`src/rtl/lrt_pkg.sv`:
```
package lrt_pkg;
  typedef enum logic [2:0] {
    ST_IDLE,
    ST_ASSERT,
    ST_DEASSERT,
    ST_WAIT,
    ST_WAIT1,
    ST_CHECK,
    ST_FAIL,
    ST_DONE
  } lrt_state_e;
endpackage

```
`src/rtl/lrt_countdown.sv`:
```
module lrt_countdown #(
  parameter int W = 31
) (
  input  logic         clk,
  input  logic         rst_n,
  input  logic         load,
  input  logic [W-1:0] load_val,
  input  logic         dec,
  output logic         zero
);
  logic [W-1:0] cnt_q;

  always_ff @(posedge clk or negedge rst_n) begin
    if (!rst_n) begin
      cnt_q <= '0;
    end else if (load) begin
      cnt_q <= load_val;
    end else if (dec && (cnt_q != '0)) begin
      cnt_q <= cnt_q - 1'b1;
    end
  end

  assign zero = (cnt_q == '0);
endmodule

```
`src/rtl/lrt_event_counter.sv`:
```
module lrt_event_counter #(
  parameter int W        = 20,
  parameter bit ANY_EDGE = 1'b1
) (
  input  logic         clk,
  input  logic         rst_n,
  input  logic         clr,
  input  logic         sig,
  output logic         evt,
  output logic [W-1:0] count
);
  logic sig_q;

  generate
    if (ANY_EDGE) begin : g_any
      assign evt = sig ^ sig_q;
    end else begin : g_rise
      assign evt = sig & ~sig_q;
    end
  endgenerate

  always_ff @(posedge clk or negedge rst_n) begin
    if (!rst_n) begin
      sig_q <= 1'b0;
      count <= '0;
    end else begin
      sig_q <= sig;
      if (clr) begin
        count <= '0;
      end else if (evt) begin
        count <= count + 1'b1;
      end
    end
  end
endmodule

```
`src/rtl/link_reset_tester.sv`:
```
module link_reset_tester
  import lrt_pkg::*;
#(
  parameter int RST_HOLD   = 268435455,
  parameter int HOLD_W     = 28,
  parameter int CHK_BASE   = 16,
  parameter int CHK_STEP   = 2,
  parameter int WAIT1_CYC  = 4096,
  parameter int ITER_SEL_W = 4,
  parameter int CHK_SEL_W  = 3,
  parameter int ITER_W     = 16,
  parameter int TCNT_W     = 20,
  parameter int DERR_W     = 8
) (
  input  logic                  clk,
  input  logic                  rst_n,
  input  logic                  fsm_clr,
  input  logic                  cnt_clr,
  input  logic                  test_en,
  input  logic [ITER_SEL_W-1:0] iter_sel,
  input  logic [CHK_SEL_W-1:0]  chk_sel,
  input  logic                  chan_up,
  input  logic                  soft_err,
  input  logic                  link_rst,
  input  logic [DERR_W-1:0]     data_err_cnt,
  output logic                  pma_rst,
  output logic                  test_passed,
  output logic                  test_failed,
  output logic [ITER_W-1:0]     iter_cnt,
  output logic [TCNT_W-1:0]     chan_trans_cnt,
  output logic [TCNT_W-1:0]     link_rst_cnt
);
  localparam int CHK_MAX_LOG2 = CHK_BASE + CHK_STEP * ((1 << CHK_SEL_W) - 1);
  localparam int TMR_W = (HOLD_W > CHK_MAX_LOG2 + 1) ? HOLD_W : CHK_MAX_LOG2 + 1;
  localparam logic [TMR_W-1:0] HOLD_LOAD  = TMR_W'(RST_HOLD - 1);
  localparam logic [TMR_W-1:0] WAIT1_LOAD = TMR_W'(WAIT1_CYC - 1);
  localparam logic [TMR_W-1:0] TMR_ONE    = TMR_W'(1);
  localparam logic [ITER_W-1:0] ITER_ONE  = ITER_W'(1);

  lrt_state_e st_q, st_d;

  logic             tmr_load, tmr_dec, tmr_zero;
  logic [TMR_W-1:0] tmr_val;
  logic [TMR_W-1:0] chk_load;
  logic [ITER_W-1:0] iter_target;
  logic             iter_inc;
  logic             chan_evt, lrst_evt;
  logic [1:0]       tog_q;
  logic             err_q;
  logic             fault_now;
  logic             tog_ok;

  assign chk_load    = (TMR_ONE << (CHK_BASE + CHK_STEP * int'(chk_sel))) - TMR_ONE;
  assign iter_target = ITER_ONE << iter_sel;
  assign fault_now   = soft_err | (data_err_cnt != '0);
  assign tog_ok      = (tog_q < 2'd2);

  lrt_countdown #(.W(TMR_W)) u_tmr (
    .clk      (clk),
    .rst_n    (rst_n),
    .load     (tmr_load),
    .load_val (tmr_val),
    .dec      (tmr_dec),
    .zero     (tmr_zero)
  );

  lrt_event_counter #(.W(TCNT_W), .ANY_EDGE(1'b1)) u_chan_cnt (
    .clk   (clk),
    .rst_n (rst_n),
    .clr   (cnt_clr),
    .sig   (chan_up),
    .evt   (chan_evt),
    .count (chan_trans_cnt)
  );

  lrt_event_counter #(.W(TCNT_W), .ANY_EDGE(1'b0)) u_lrst_cnt (
    .clk   (clk),
    .rst_n (rst_n),
    .clr   (cnt_clr),
    .sig   (link_rst),
    .evt   (lrst_evt),
    .count (link_rst_cnt)
  );

  // Next-state logic
  always_comb begin
    st_d     = st_q;
    tmr_load = 1'b0;
    tmr_val  = '0;
    tmr_dec  = 1'b0;
    iter_inc = 1'b0;
    unique case (st_q)
      ST_IDLE: begin
        if (test_en) begin
          st_d     = ST_ASSERT;
          tmr_load = 1'b1;
          tmr_val  = HOLD_LOAD;
        end
      end
      ST_ASSERT: begin
        if (tmr_zero) st_d = ST_DEASSERT;
        else          tmr_dec = 1'b1;
      end
      ST_DEASSERT: begin
        st_d     = ST_WAIT;
        tmr_load = 1'b1;
        tmr_val  = chk_load;
      end
      ST_WAIT: begin
        if (!tmr_zero) begin
          tmr_dec = 1'b1;
        end else if (chan_up && !err_q && tog_ok) begin
          st_d     = ST_WAIT1;
          tmr_load = 1'b1;
          tmr_val  = WAIT1_LOAD;
        end else begin
          st_d = ST_FAIL;
        end
      end
      ST_WAIT1: begin
        if (tmr_zero) st_d = ST_CHECK;
        else          tmr_dec = 1'b1;
      end
      ST_CHECK: begin
        if (tog_ok && !err_q) begin
          iter_inc = 1'b1;
          st_d     = ((iter_cnt + ITER_ONE) == iter_target) ? ST_DONE : ST_IDLE;
        end else begin
          st_d = ST_FAIL;
        end
      end
      ST_FAIL: st_d = ST_FAIL;
      ST_DONE: st_d = ST_DONE;
      default: st_d = ST_IDLE;
    endcase
  end

  // State and per-iteration registers
  always_ff @(posedge clk or negedge rst_n) begin
    if (!rst_n) begin
      st_q     <= ST_IDLE;
      iter_cnt <= '0;
      tog_q    <= 2'd0;
      err_q    <= 1'b0;
    end else if (fsm_clr) begin
      st_q     <= ST_IDLE;
      iter_cnt <= '0;
      tog_q    <= 2'd0;
      err_q    <= 1'b0;
    end else begin
      st_q <= st_d;
      if (iter_inc) iter_cnt <= iter_cnt + ITER_ONE;
      if (st_q == ST_DEASSERT) begin
        tog_q <= {1'b0, chan_evt};
        err_q <= fault_now;
      end else begin
        if (chan_evt && (tog_q != 2'd2)) tog_q <= tog_q + 2'd1;
        if ((st_q == ST_WAIT) || (st_q == ST_WAIT1) || (st_q == ST_CHECK))
          err_q <= err_q | fault_now;
      end
    end
  end

  assign pma_rst     = (st_q == ST_ASSERT);
  assign test_passed = (st_q == ST_DONE);
  assign test_failed = (st_q == ST_FAIL);

  logic unused_ok;
  assign unused_ok = lrst_evt;
endmodule

```
`config.mk`:
```
export PLATFORM = sky130hd
export DESIGN_NAME = link_reset_tester
export DESIGN_NICKNAME = d
export VERILOG_FILES = /design/src/rtl/lrt_pkg.sv /design/src/rtl/lrt_countdown.sv /design/src/rtl/lrt_event_counter.sv /design/src/rtl/link_reset_tester.sv
export SDC_FILE = /design/constraint.sdc
export NUM_CORES = 1
export LEC_CHECK = 0
export BUFFER_PORTS_ARGS = -buffer_cell sky130_fd_sc_hd__buf_2
export CORE_MARGIN = 4
export CORE_UTILIZATION = 45
export DETAILED_ROUTE_END_ITERATION = 8
export PLACE_DENSITY = 0.77
export SLEW_MARGIN = 20
export SYNTH_ARGS = -nofsm -noshare
export SYNTH_HDL_FRONTEND = slang
export SYNTH_SLANG_ARGS = --single-unit
```
`constraint.sdc`:
```
create_clock -name clk -period 3.3 [get_ports clk]
set_input_delay 0.33 -clock clk [delete_from_list [all_inputs] [get_ports clk]]
set_output_delay 0.33 -clock clk [all_outputs]
set_load 0.05 [all_outputs]
```
After elaboration in Yosys (flattened, before gate mapping)
Cells that the tools add are included.
{"block": "totals", "elab_cells": 92, "register_bits": 95, "output_inout_bits": 59, "input_bits": 23}
{"block": "classes", "n_bitwise": 5, "mux": 35, "shift": 2, "n_addsub": 7, "n_eq_ne": 13, "n_lt_le_gt_ge": 1, "reduce_logical": 20}
{"op": "$pmux W31 S3", "n": 1}
{"op": "$mux W20", "n": 4}
{"op": "$mux W31", "n": 2}
{"op": "$sub A31 B1 Y31 const B", "n": 2}
{"op": "$add A20 B1 Y20 const B", "n": 2}
{"op": "$mux W16", "n": 2}
{"op": "$logic_not A31 Y1", "n": 1}
{"op": "$reduce_bool A31 Y1", "n": 1}
{"op": "$shl A1 B6 Y31 const A", "n": 1}
{"op": "$mux W28", "n": 1}
{"op": "$mux W12", "n": 2}
{"op": "$pmux W3 S8", "n": 1}
{"op": "$mux W3", "n": 7}
{"op": "$add A16 B1 Y16 const B", "n": 1}
{"op": "$eq A16 B16 Y1", "n": 1}
{"op": "$shl A1 B4 Y16 const A", "n": 1}
{"op": "$eq A3 B3 Y1 const B", "n": 4}
{"op": "$mux W1", "n": 10}
{"op": "$ne A3 B3 Y1 const B", "n": 3}
{"op": "$mux W2", "n": 4}
{"op": "$reduce_bool A2 Y1", "n": 4}
{"op": "$reduce_bool A8 Y1", "n": 1}
{"op": "$add A5 B4 Y6 const A", "n": 1}
{"op": "$eq A3 B2 Y1 const B", "n": 2}
{"op": "17 further kinds", "n": 24}

Longest topological paths before layout
Gate-level depths: netlist of run 1.
{"block": "logic_depth", "depth_word": 7, "mapped_depth": 12, "depth_no_buf": 10}

By module
Synthesis of run 1 repeated with hierarchy kept, for this count alone.
{"block": "unflattened", "cells_unflattened": 729, "hier_area_um2": 6268.5}
{"mod": "link_reset_tester", "seq_area_each_um2": 550.5, "n_inst": 1, "area_each_um2": 2157.1, "cells_per_inst": 283}
{"mod": "lrt_countdown", "seq_area_each_um2": 775.7, "n_inst": 1, "area_each_um2": 1978.1, "cells_per_inst": 234}
{"mod": "lrt_event_counter at u_lrst_cnt", "seq_area_each_um2": 525.5, "n_inst": 1, "area_each_um2": 1071.0, "cells_per_inst": 107}
{"mod": "lrt_event_counter at u_chan_cnt", "seq_area_each_um2": 525.5, "n_inst": 1, "area_each_um2": 1062.3, "cells_per_inst": 105}

Least setup slack after synthesis of run 1
OpenSTA, ideal clock, no wires.
{"block": "synth_timing", "path_type": "register to register", "startpoint": "register iter_cnt[0]", "endpoint": "register st_q[2]", "required_ns": 3.201, "path_buffers": 0, "setup_time_ns": 0.099, "setup_slack_ns": 0.716, "arrival_ns": 2.485, "path_stages_with_launch": 9, "synth_period_minus_slack_ns": 2.584, "path_cell_list": "dfrtp_1 -> ha_1 -> and2_1 -> and2_1 -> maj3_1 -> a2bb2oi_1 -> nor4_1 -> nand3_1 -> a311oi_1"}
{"block": "synth_between", "elab_chain_len": 6}
{"item": "start, declared", "line_no": "link_reset_tester.sv:29", "text": "output logic [ITER_W-1:0] iter_cnt,"}
{"item": "start signal, assigned", "line_no": "link_reset_tester.sv:152", "text": "if (iter_inc) iter_cnt <= iter_cnt + ITER_ONE;"}
{"item": "$add A16 B1 Y16", "line_no": "link_reset_tester.sv:127", "text": "st_d = ((iter_cnt + ITER_ONE) == iter_target) ? ST_DONE : ST_IDLE;"}
{"item": "$eq A16 B16 Y1", "line_no": "link_reset_tester.sv:127"}
{"item": "$mux W3", "line_no": "link_reset_tester.sv:127"}
{"item": "$mux W3", "line_no": "link_reset_tester.sv:125", "text": "if (tog_ok && !err_q) begin"}
{"item": "$pmux W3 S8", "line_no": "link_reset_tester.sv:92", "text": "unique case (st_q)"}
{"item": "$mux W3", "line_no": "link_reset_tester.sv:145", "text": "end else if (fsm_clr) begin"}
{"item": "end signal, assigned", "line_no": "link_reset_tester.sv:151", "text": "st_q <= st_d;"}
{"item": "end, declared", "line_no": "link_reset_tester.sv:40", "text": "lrt_state_e st_q, st_d;"}
No other way between the ends.
A chain may end at the register's enable or synchronous reset.

Final worst setup path of run 1
Same ends and word-level chain as after synthesis.

==> results of run 1 <==
==> kinds of logic (layout without fill, tap and decap cells) <==
logic type | after synthesis | after routing | synth area share
AOI/OAI and AO/OA | 95 | 95 | 0.110
and+or+nand+nor | 341 | 341 | 0.310
buffers and inverters | 47 | 114 | 0.0335
DFF | 95 | 95 | 0.402
xor gates and xnor gates | 82 | 82 | 0.122
muxes | 5 | 5 | 0.00847
adders and majority gates | 7 | 7 | 0.0144
==> worst max path at each step <==
| stage | start | end | slack, ns | cells past startpoint |
|---|---|---|---|---|
| floorplan | iter_cnt[0] | st_q[2] | 0.72 | 8 |
| global placement | iter_cnt[0] | st_q[2] | 0.77 | 8 |
| detailed placement | iter_cnt[0] | st_q[2] | 0.65 | 8 |
| CTS | iter_cnt[0] | st_q[2] | 0.62 | 8 |
| global route | iter_cnt[0] | st_q[2] | 0.34 | 8 |
| finish | iter_cnt[0] | st_q[2] | 0.57 | 8 |
==> report_power, final <==
part	internal [mW]	total (mW)	switching, mW
Combinational	0.423	1.09	0.670
Clock	0.612	1.07	0.455
Sequential	1.28	1.47	0.183
==> placed cells by master, fill, tap and decap left out, types with 10 or more instances in the layout <==
cell / instances
xor2_1: 49
dfrtp_1: 95
inv_1: 10
nor4_1: 13
and3_1: 14
nand4_1: 20
nand3_1: 38
a21oi_1: 23
nand2_1: 57
nor2_1: 102
o21ai_0: 16
xnor2_1: 33
buf_2: 80
nor3_1: 21
==> sequential cells by signal, summed over array words and instances (netlist names) <==
signal            count
err_q                 1
u_tmr.cnt_q          31
u_lrst_cnt.sig_q      1
u_lrst_cnt.count     20
iter_cnt             16
tog_q                 2
u_chan_cnt.sig_q      1
st_q                  3
u_chan_cnt.count     20
==> stage by stage <==
| stage | power [mW] | instances | area [um2] | util |
|---|---|---|---|---|
| after detailed placement | 2.56 | 896 | 6440 | 0.506 |
| final | 3.63 | 911 | 6740 | 0.530 |
| after floorplan | 2.27 | 672 | 5910 | - |
| after CTS | 3.64 | 911 | 6740 | 0.530 |
| after global placement | 2.55 | 896 | 6440 | 0.506 |
| after global routing | 3.84 | 911 | 6740 | 0.530 |
==> per-layer routing <==
metal | track usage | vias up | share of wire
met5 | 0 | - | 0.00051
met4 | 0.0756 | 2 | 0.016
met3 | 0.0387 | 15 | 0.068
met2 | 0.298 | 192 | 0.46
met1 | 0.261 | 2449 | 0.46
li1 | - | 2525 | -
==> synthesized netlist by cell type (4+ instances only) <==
cell type	number
nor2_1	102
dfrtp_1	95
nand2_1	57
xor2_1	49
nand3_1	38
xnor2_1	33
clkbuf_1	30
a21oi_1	23
nor3_1	21
nand4_1	20
o21ai_0	16
and3_1	14
nor4_1	13
inv_1	10
nor3b_1	8
and4_1	7
nand2b_1	7
nor2b_1	7
nor4b_1	7
or3_1	7
ha_1	6
or2_2	6
a211oi_1	5
a311oi_1	5
a31oi_1	5
and2_1	5
buf_2	5
mux2i_1	5
nand4b_1	4
o21a_1	4
o22ai_1	4
==> cell type report <==
class,count,share of cell area
tap,172,0.0319
sequential,95,0.353
timing repair buffer,89,0.0694
clock buffer,10,0.0354
inverter,10,0.00557
clock inverter,5,0.00965
multi-input combinational,530,0.495
==> reports/qor.csv, run 1 <==
metric,value,unit
status,"complete, no violations",
"flops & latches, synth",95,
critical path startpoint category,register,
CTS tree,yes,
largest net degree at the start of global routing,67,
global-route wire length before repair,23200,um
R2R Path Start,iter_cnt[0],
Total Routing Usage GR,0.191,
HP Class,in2async,
DR vias/cell,5.69,
placed wire-length estimate,9860,um
Max transition margin,0.454,
cells after synthesis,672,
max cap viols,0,
"Hold Vio Cnt, Final",0,
DR WL/cell,15.1,um
layout cell share with drive strength beyond 1,0.169,
H-tree levels,3,
post-CTS setup buffers,0,
CTS Buf Count,9,
core footprint,12700,um2
top post-synthesis cells by area,"dfrtp_1 40%, xor2_1 7.3%, nor2_1 6.5%, xnor2_1 4.9%, nand2_1 3.6%",
initial DRC count,338,
"Seq/Total Area, Yosys",0.402,
clock slew at reported path FFs,0.07,ns
drt first pass iters,5,
antenna cells,0,
worst-margin pin slew,0.818,ns
maximum clock frequency,366,MHz
FF/Latch Area,2380,um2
Final period util,0.827,
synthesis-to-layout area growth,14.1,%
ANT nets after route,0,
setup ws final,0.570,ns
hold_ws,0.0615,ns
Multi-input gate area,3340,um2
CP Class,reg2reg,
final setup TNS,0,ns
Mapped Area,5910,um2
Mean Syn Cell Area,8.79,um2
port buffer count,81,
chip height,123,um
dpl ws,0.652,ns
Worst path top cell family by delay,simple AND/OR/NAND/NOR gates,
"Top FF cell, synth",dfrtp_1,
synth unique cells,67,
die width,123,um
syn nets,701,
CP max FO,9,
total grt overflow,0,
Critical Path AT,2.98,ns
Worst VDD drop,0.000210,V
DRC violations left,0,
CP Capture Type,register,
Final Skew,0.00926,ns
top-area cell type share of the netlist area,0.402,
row cnt,41,
clk buf depth,2,
Post-synth EDFFs,0,
Initial Util,0.464,
Hold Buf Count CTS,0,
total via count in the routed design,5183,
crit path buf inv count,0,
critical path's largest stage delay,0.56,ns
Final GP Congestion,0.887,
Pwr Density,538,nW/um2
RSZ-0062 raised after global routing,no,
vias in the first global route,4761,
r2r worst-path depth,8,
fin. max-slew vios,0,
Ports,82,
R2R setup slack,0.57,ns
asr flop ratio synth,1.00,
Num Clock Sinks,95,
yosys warns,0,
Leak,2.83,nW
clock insertion delay at the later pin of the skew report,0.35,ns
CP Cell Sequence,ha_1 > nand3_1 > o211a_1 > nor4_1 > o2111ai_1 > nor4_1 > nand3_1 > a311oi_1,
dominant cell type by area after synthesis,dfrtp_1,
Die Area,15000,um2
CTS root buf,clkbuf_16,
required time worst endpoint,3.55,ns
Resized Gates After CTS,0,
Final setup viols,0,
min Tclk post-route,2.73,ns
Fillers,1215,
"Slowest-stage cell, CP",nor4_1,
initial antenna violation count,1,
Final #Nets,764,
Routed WL,13800,um
R2R Path End,st_q[2],
Note: power is estimated with default switching activity, not from simulation.
==> run 2: changes to the inputs <==
--- a/config.mk
+++ b/config.mk
@@ -9,7 +9,7 @@
 export CORE_MARGIN = 4
 export CORE_UTILIZATION = 45
 export DETAILED_ROUTE_END_ITERATION = 8
-export PLACE_DENSITY = 0.77
+export PLACE_DENSITY = 0.79
 export SLEW_MARGIN = 20
 export SYNTH_ARGS = -nofsm -noshare
 export SYNTH_HDL_FRONTEND = slang
==> constraint.sdc (replaced) <==
create_clock -name clk -period 2.5 [get_ports clk]
set_input_delay 0.25 -clock clk [delete_from_list [all_inputs] [get_ports clk]]
set_output_delay 0.25 -clock clk [all_outputs]
set_load 0.05 [all_outputs]
==> run 2 against run 1 <==
Compared with the run above: combinational power grew 60%; critical endpoint unchanged; worst hold slack lost 0.035 ns; count of clock-buffer cells in the layout shrank 1; final cell count grew 4.7%; via count grew 3.2%; non-clock buffer count grew 42; sequential cell count is the same; design area grew 5.5%; clock power grew 19%; critical path depth grew 1; critical path type unchanged.
==> reports/qor.csv, run 2 (same netlist as run 1, synthesis figures left out) <==
metric,value,unit,change
R2R setup slack,0.09,ns,-0.48 ns
"Hold Vio Cnt, Final",0,,unchanged
H-tree levels,3,,unchanged
maximum clock frequency,414,MHz,+13%
Final period util,0.965,,+0.138
clk buf depth,2,,unchanged
placed wire-length estimate,10300,um,+4.8%
CP Capture Type,register,,
Leak,3.05,nW,+7.6%
critical path startpoint category,register,,
HP Class,in2reg,,
Worst VDD drop,0.000442,V,+110%
most frequent cells in the layout,"102 x nor2_1, 89 x dfrtp_1, 80 x buf_2",,
Num Clock Sinks,95,,unchanged
dpl ws,0.00556,ns,-0.646 ns
max cap viols,0,,unchanged
critical path's largest stage delay,0.45,ns,-0.11 ns
Final #Nets,807,,+5.6%
DRC violations left,0,,unchanged
final setup TNS,0,ns,unchanged
Final Skew,0.00846,ns,-0.000808 ns
Ports,82,,unchanged
initial DRC count,316,,-6.5%
post-route insts no fill,954,,+4.7%
worst-margin pin slew,0.704,ns,-0.114 ns
dpl cells,932,,+4.0%
clock slew at reported path FFs,0.07,ns,about the same
Initial Util,0.464,,unchanged
total via count in the routed design,5348,,+3.2%
min Tclk post-route,2.41,ns,-0.317 ns
end-of-flow core utilization,0.559,,+0.0290
max reg flops,31,,unchanged
Final GP Congestion,0.954,,+7.6%
drt first pass iters,5,,unchanged
Worst path top cell family by delay,simple AND/OR/NAND/NOR gates,,
core footprint,12700,um2,unchanged
"leading cell type in the layout, fill and taps excluded",nor2_1,,
Max transition margin,0.531,,+0.0762
initial antenna violation count,1,,unchanged
CP dominant cell by count,and2_1,,
global-route wire length before repair,24000,um,+3.5%
row cnt,41,,unchanged
largest reg by FF count,u_tmr.cnt_q,,
biggest regs,"u_tmr.cnt_q x31, u_chan_cnt.count x20, u_lrst_cnt.count x20",,
Critical Path AT,2.66,ns,-0.32 ns
CP Class,reg2reg,,
Pwr Density,690,nW/um2,+28%
Die Area,15000,um2,unchanged
Final Cell Area,7110,um2,+5.5%
vias in the first global route,4967,,+4.3%
CP Cell Sequence,ha_2 > and2_1 > and2_1 > maj3_1 > a2bb2oi_1 > nor4_1 > buf_4 > nand3_1 > a311oi_2,,
layout cell share with drive strength beyond 1,0.237,,+0.0674
required time worst endpoint,2.75,ns,-0.80 ns
total grt overflow,0,,unchanged
Total Routing Usage GR,0.198,,+0.00691
Final setup viols,0,,unchanged
chip height,123,um,unchanged
DR vias/cell,5.61,,-1.5%
antenna cells,0,,unchanged
fin. max-slew vios,0,,unchanged
largest net degree at the start of global routing,41,,-39%
CTS root buf,clkbuf_16,,
status,"complete, no violations",,
RSZ-0062 raised after global routing,yes,,
power consumption,4.91,mW,+35%
"Cell Area, Placed",6710,um2,+4.3%
CTS Buf Count,9,,unchanged
Routed WL,14300,um,+4.0%
Fillers,1150,,-5.3%
port buffer count,81,,unchanged
setup ws final,0.0864,ns,-0.483 ns
crit path buf inv count,1,,+1
CTS tree,yes,,
hold_ws,0.0266,ns,-0.0350 ns
"Slowest-stage cell, CP",dfrtp_2,,
clock insertion delay at the later pin of the skew report,0.35,ns,about the same
die width,123,um,unchanged
DR WL/cell,15.0,um,-0.68%
CP max FO,7,,-2
synthesis-to-layout area growth,20.3,%,
ANT nets after route,0,,unchanged
==> run 2: changes by cell type in the layout (fill, tap and decap cells not counted), sizes merged <==
cell         previous run  this run
dlygate4sd3             0         1
clkbuf                 10         9
buf                    89       130
and2                    6         7
bufinv                  1         0
clkinvlp                0         2
==> run 2: area by class of cell <==
cell class,count,area [um2],share of cell area
Multi-Input combinational cell,531,3420,0.480
Sequential cell,95,2380,0.335
Timing Repair Buffer,131,786,0.110
Clock buffer,9,225,0.0317
Tap cell,172,215,0.0303
Clock inverter,6,46.3,0.00651
Inverter,10,37.5,0.00528
==> run 2: repair_timing <==
action / 4_1_cts / 5_1_grt
setup endpoints to repair: 0 / 16
hold endpoints to repair: 32 / 0
hold buffers: 1 / 0
buffers inserted: 0 / 5
resized for setup: 0 / 17
==> run 2: routing by layer <==
layer  track usage  share of wire  vias up
li1              -              -     2603
met1         0.267           0.45     2559
met2         0.317           0.47      164
met3        0.0465          0.066       20
met4        0.0609          0.016        2
met5             0        0.00049        -
==> run 2: path summary, 6_finish.rpt <==
check,from,to,depth (start not counted)
max,iter_cnt[1],st_q[2],9
min,link_rst,u_lrst_cnt.sig_q,1
max reg2reg,iter_cnt[1],st_q[2],9
min reg2reg,u_tmr.cnt_q[17],u_tmr.cnt_q[17],1
max in group asynchronous,rst_n,u_tmr.cnt_q[28],3
min in group asynchronous,rst_n,u_chan_cnt.count[9],2
==> run 2: report_power, final <==
part / total [mW] / leakage [nW] / internal [mW] / switching [mW]
Sequential: 1.89 / 1.19 / 1.70 / 0.198
Combinational: 1.74 / 1.73 / 0.739 / 1.00
Clock: 1.27 / 0.128 / 0.675 / 0.599
Total: 4.91 / 3.05 / 3.11 / 1.80
==> run 3: changes to the inputs <==
--- a/config.mk
+++ b/config.mk
@@ -9,7 +9,7 @@
 export CORE_MARGIN = 4
 export CORE_UTILIZATION = 45
 export DETAILED_ROUTE_END_ITERATION = 8
-export PLACE_DENSITY = 0.79
+export PLACE_DENSITY = 0.77
 export SLEW_MARGIN = 20
 export SYNTH_ARGS = -nofsm -noshare
 export SYNTH_HDL_FRONTEND = slang
==> constraint.sdc (replaced) <==
create_clock -name clk -period 2.8 [get_ports clk]
set_input_delay 0.28 -clock clk [delete_from_list [all_inputs] [get_ports clk]]
set_output_delay 0.28 -clock clk [all_outputs]
set_load 0.05 [all_outputs]
==> run 3 against run 2 <==
Compared with the run above: via count shrank 2.3%; wire length decreased by 3.2%; clock skew is essentially flat; core utilization fell by 2.1 points; clock power about the same; highest routed layer is now met4; fmax is 4.8% lower; largest power group unchanged; sequential share of layout area grew 1.2 points; critical path depth is the same; setup slack better by 0.18 ns; count of clock-buffer cells in the layout rose by 1.
==> reports/qor.csv, run 3 (same netlist as run 1, synthesis figures left out) <==
metric,value,unit,change
status,"complete, no violations",,
CTS root buf,clkbuf_16,,
dpl ws,0.193,ns,+0.188 ns
r2r worst-path depth,9,,unchanged
chip height,123,um,unchanged
initial DRC count,401,,+27%
clock slew at reported path FFs,0.07,ns,about the same
layout cell share with drive strength beyond 1,0.184,,-0.0531
biggest regs,"u_tmr.cnt_q x31, u_chan_cnt.count x20, u_lrst_cnt.count x20",,
final setup TNS,0,ns,unchanged
Fillers,1189,,+3.4%
Total Routing Usage GR,0.194,,-0.00381
RSZ-0062 raised after global routing,no,,
R2R setup slack,0.26,ns,+0.18 ns
Initial Util,0.464,,unchanged
Routed WL,13900,um,-3.2%
drt first pass iters,5,,unchanged
port buffer count,81,,unchanged
CP max FO,15,,+8
Final period util,0.906,,-0.0599
synthesis-to-layout area growth,15.9,%,
placed wire-length estimate,10100,um,-2.6%
hold path start,link_rst,,
Final Skew,0.00859,ns,+0.000134 ns
R2R Path Start,u_tmr.cnt_q[0],,
Final GP Congestion,0.916,,-4.0%
most frequent cells in the layout,"102 x nor2_1, 95 x dfrtp_1, 80 x buf_2",,
required time worst endpoint,3.06,ns,+0.31 ns
CTS tree,yes,,
die width,123,um,unchanged
critical path startpoint category,register,,
CP Class,reg2reg,,
Num Clock Sinks,95,,unchanged
Final setup viols,0,,unchanged
Leak,2.90,nW,-4.8%
clk buf depth,2,,unchanged
min Tclk post-route,2.54,ns,+0.122 ns
maximum clock frequency,394,MHz,-4.8%
hold path depth,1,,unchanged
DR WL/cell,15.0,um,about the same
clock insertion delay at the later pin of the skew report,0.35,ns,about the same
fin. max-slew vios,0,,unchanged
Critical Path AT,2.79,ns,+0.13 ns
power consumption,4.34,mW,-12%
R2R Path End,u_tmr.cnt_q[26],,
HP Class,in2reg,,
Max transition margin,0.531,,about the same
"Cell Area, Placed",6520,um2,-2.9%
Final #Nets,776,,-3.8%
max reg flops,31,,unchanged
worst-margin pin slew,0.704,ns,-0.000357 ns
largest net degree at the start of global routing,47,,+15%
Ports,82,,unchanged
Worst VDD drop,0.000348,V,-21%
Die Area,15000,um2,unchanged
core footprint,12700,um2,unchanged
Pwr Density,634,nW/um2,-8.1%
DR vias/cell,5.66,,+0.89%
DRC violations left,0,,unchanged
"leading cell type in the layout, fill and taps excluded",nor2_1,,
global-route wire length before repair,23700,um,-1.2%
setup ws final,0.265,ns,+0.178 ns
initial antenna violation count,0,,-1
ANT nets after route,0,,unchanged
"Hold Vio Cnt, Final",0,,unchanged
row cnt,41,,unchanged
max cap viols,0,,unchanged
hold-critical path endpoint,u_lrst_cnt.sig_q,,
Final Cell Area,6850,um2,-3.7%
vias in the first global route,4748,,-4.4%
total via count in the routed design,5226,,-2.3%
total grt overflow,0,,unchanged
largest reg by FF count,u_tmr.cnt_q,,
CTS Buf Count,9,,unchanged
H-tree levels,3,,unchanged
CP Capture Type,register,,
antenna cells,0,,unchanged
==> run 3: per-layer routing <==
layer / track usage / routed length, um / part of all wire / vias up
li1: - / - / - / 2548
met1: 0.282 / 6610 / 0.48 / 2514
met2: 0.299 / 6340 / 0.46 / 150
met3: 0.0286 / 725 / 0.052 / 14
met4: 0.0637 / 205 / 0.015 / 0
met5: 0 / 0 / 0 / -
==> run 3: how the worst max path moves through the flow <==
| stage | from | slack, ns | end |
|---|---|---|---|
| after floorplan | iter_cnt[0] | 0.22 | st_q[2] |
| after global placement | iter_cnt[0] | 0.30 | st_q[2] |
| after detailed placement | iter_cnt[0] | 0.19 | st_q[2] |
| after CTS | iter_cnt[0] | 0.15 | st_q[1] |
| after global routing | u_tmr.cnt_q[6] | 0.03 | u_tmr.cnt_q[25] |
| final | u_tmr.cnt_q[0] | 0.26 | u_tmr.cnt_q[26] |
==> run 3: per-stage QoR <==
step,util,cells,hold WS [ns]
after floorplan,-,672,-0.0156
after global placement,0.513,907,0.317
after detailed placement,0.513,907,0.315
after CTS,0.538,924,0.0385
after global routing,0.538,924,0.0429
final,0.538,924,0.0479
==> run 3: critical path, stage by stage (launching register included) <==
cell and delay [ns]:
dfrtp_1 0.40, inv_1 0.07, ha_1 0.18, nor4b_1 0.27, nand4_1 0.18, or4_4 0.49
and2_4 0.26, nor3_4 0.31, nand2_1 0.12, o22ai_1 0.17
==> run 3: area by class of cell <==
| type | count | area (um2) | share of cell area |
|---|---|---|---|
| clock buffer | 10 | 239 | 0.0349 |
| clock inverter | 6 | 72.6 | 0.0106 |
| inverter | 10 | 37.5 | 0.00548 |
| multi-input combinational | 530 | 3350 | 0.489 |
| sequential | 95 | 2380 | 0.347 |
| tap | 172 | 215 | 0.0314 |
| timing repair buffer | 101 | 561 | 0.0818 |
==> run 3: where the power goes <==
group / internal [mW] / switching [mW]
sequential: 1.51 / 0.214
combinational: 0.541 / 0.802
clock: 0.729 / 0.545
==> run 3: timing repair <==
item                                    4_1_cts  5_1_grt
endpoints found under the setup margin        0        2
setup buffers                                 0        0
gates resized for setup                       0        1
endpoints found under the hold margin        44        0
hold buffers                                  1        0
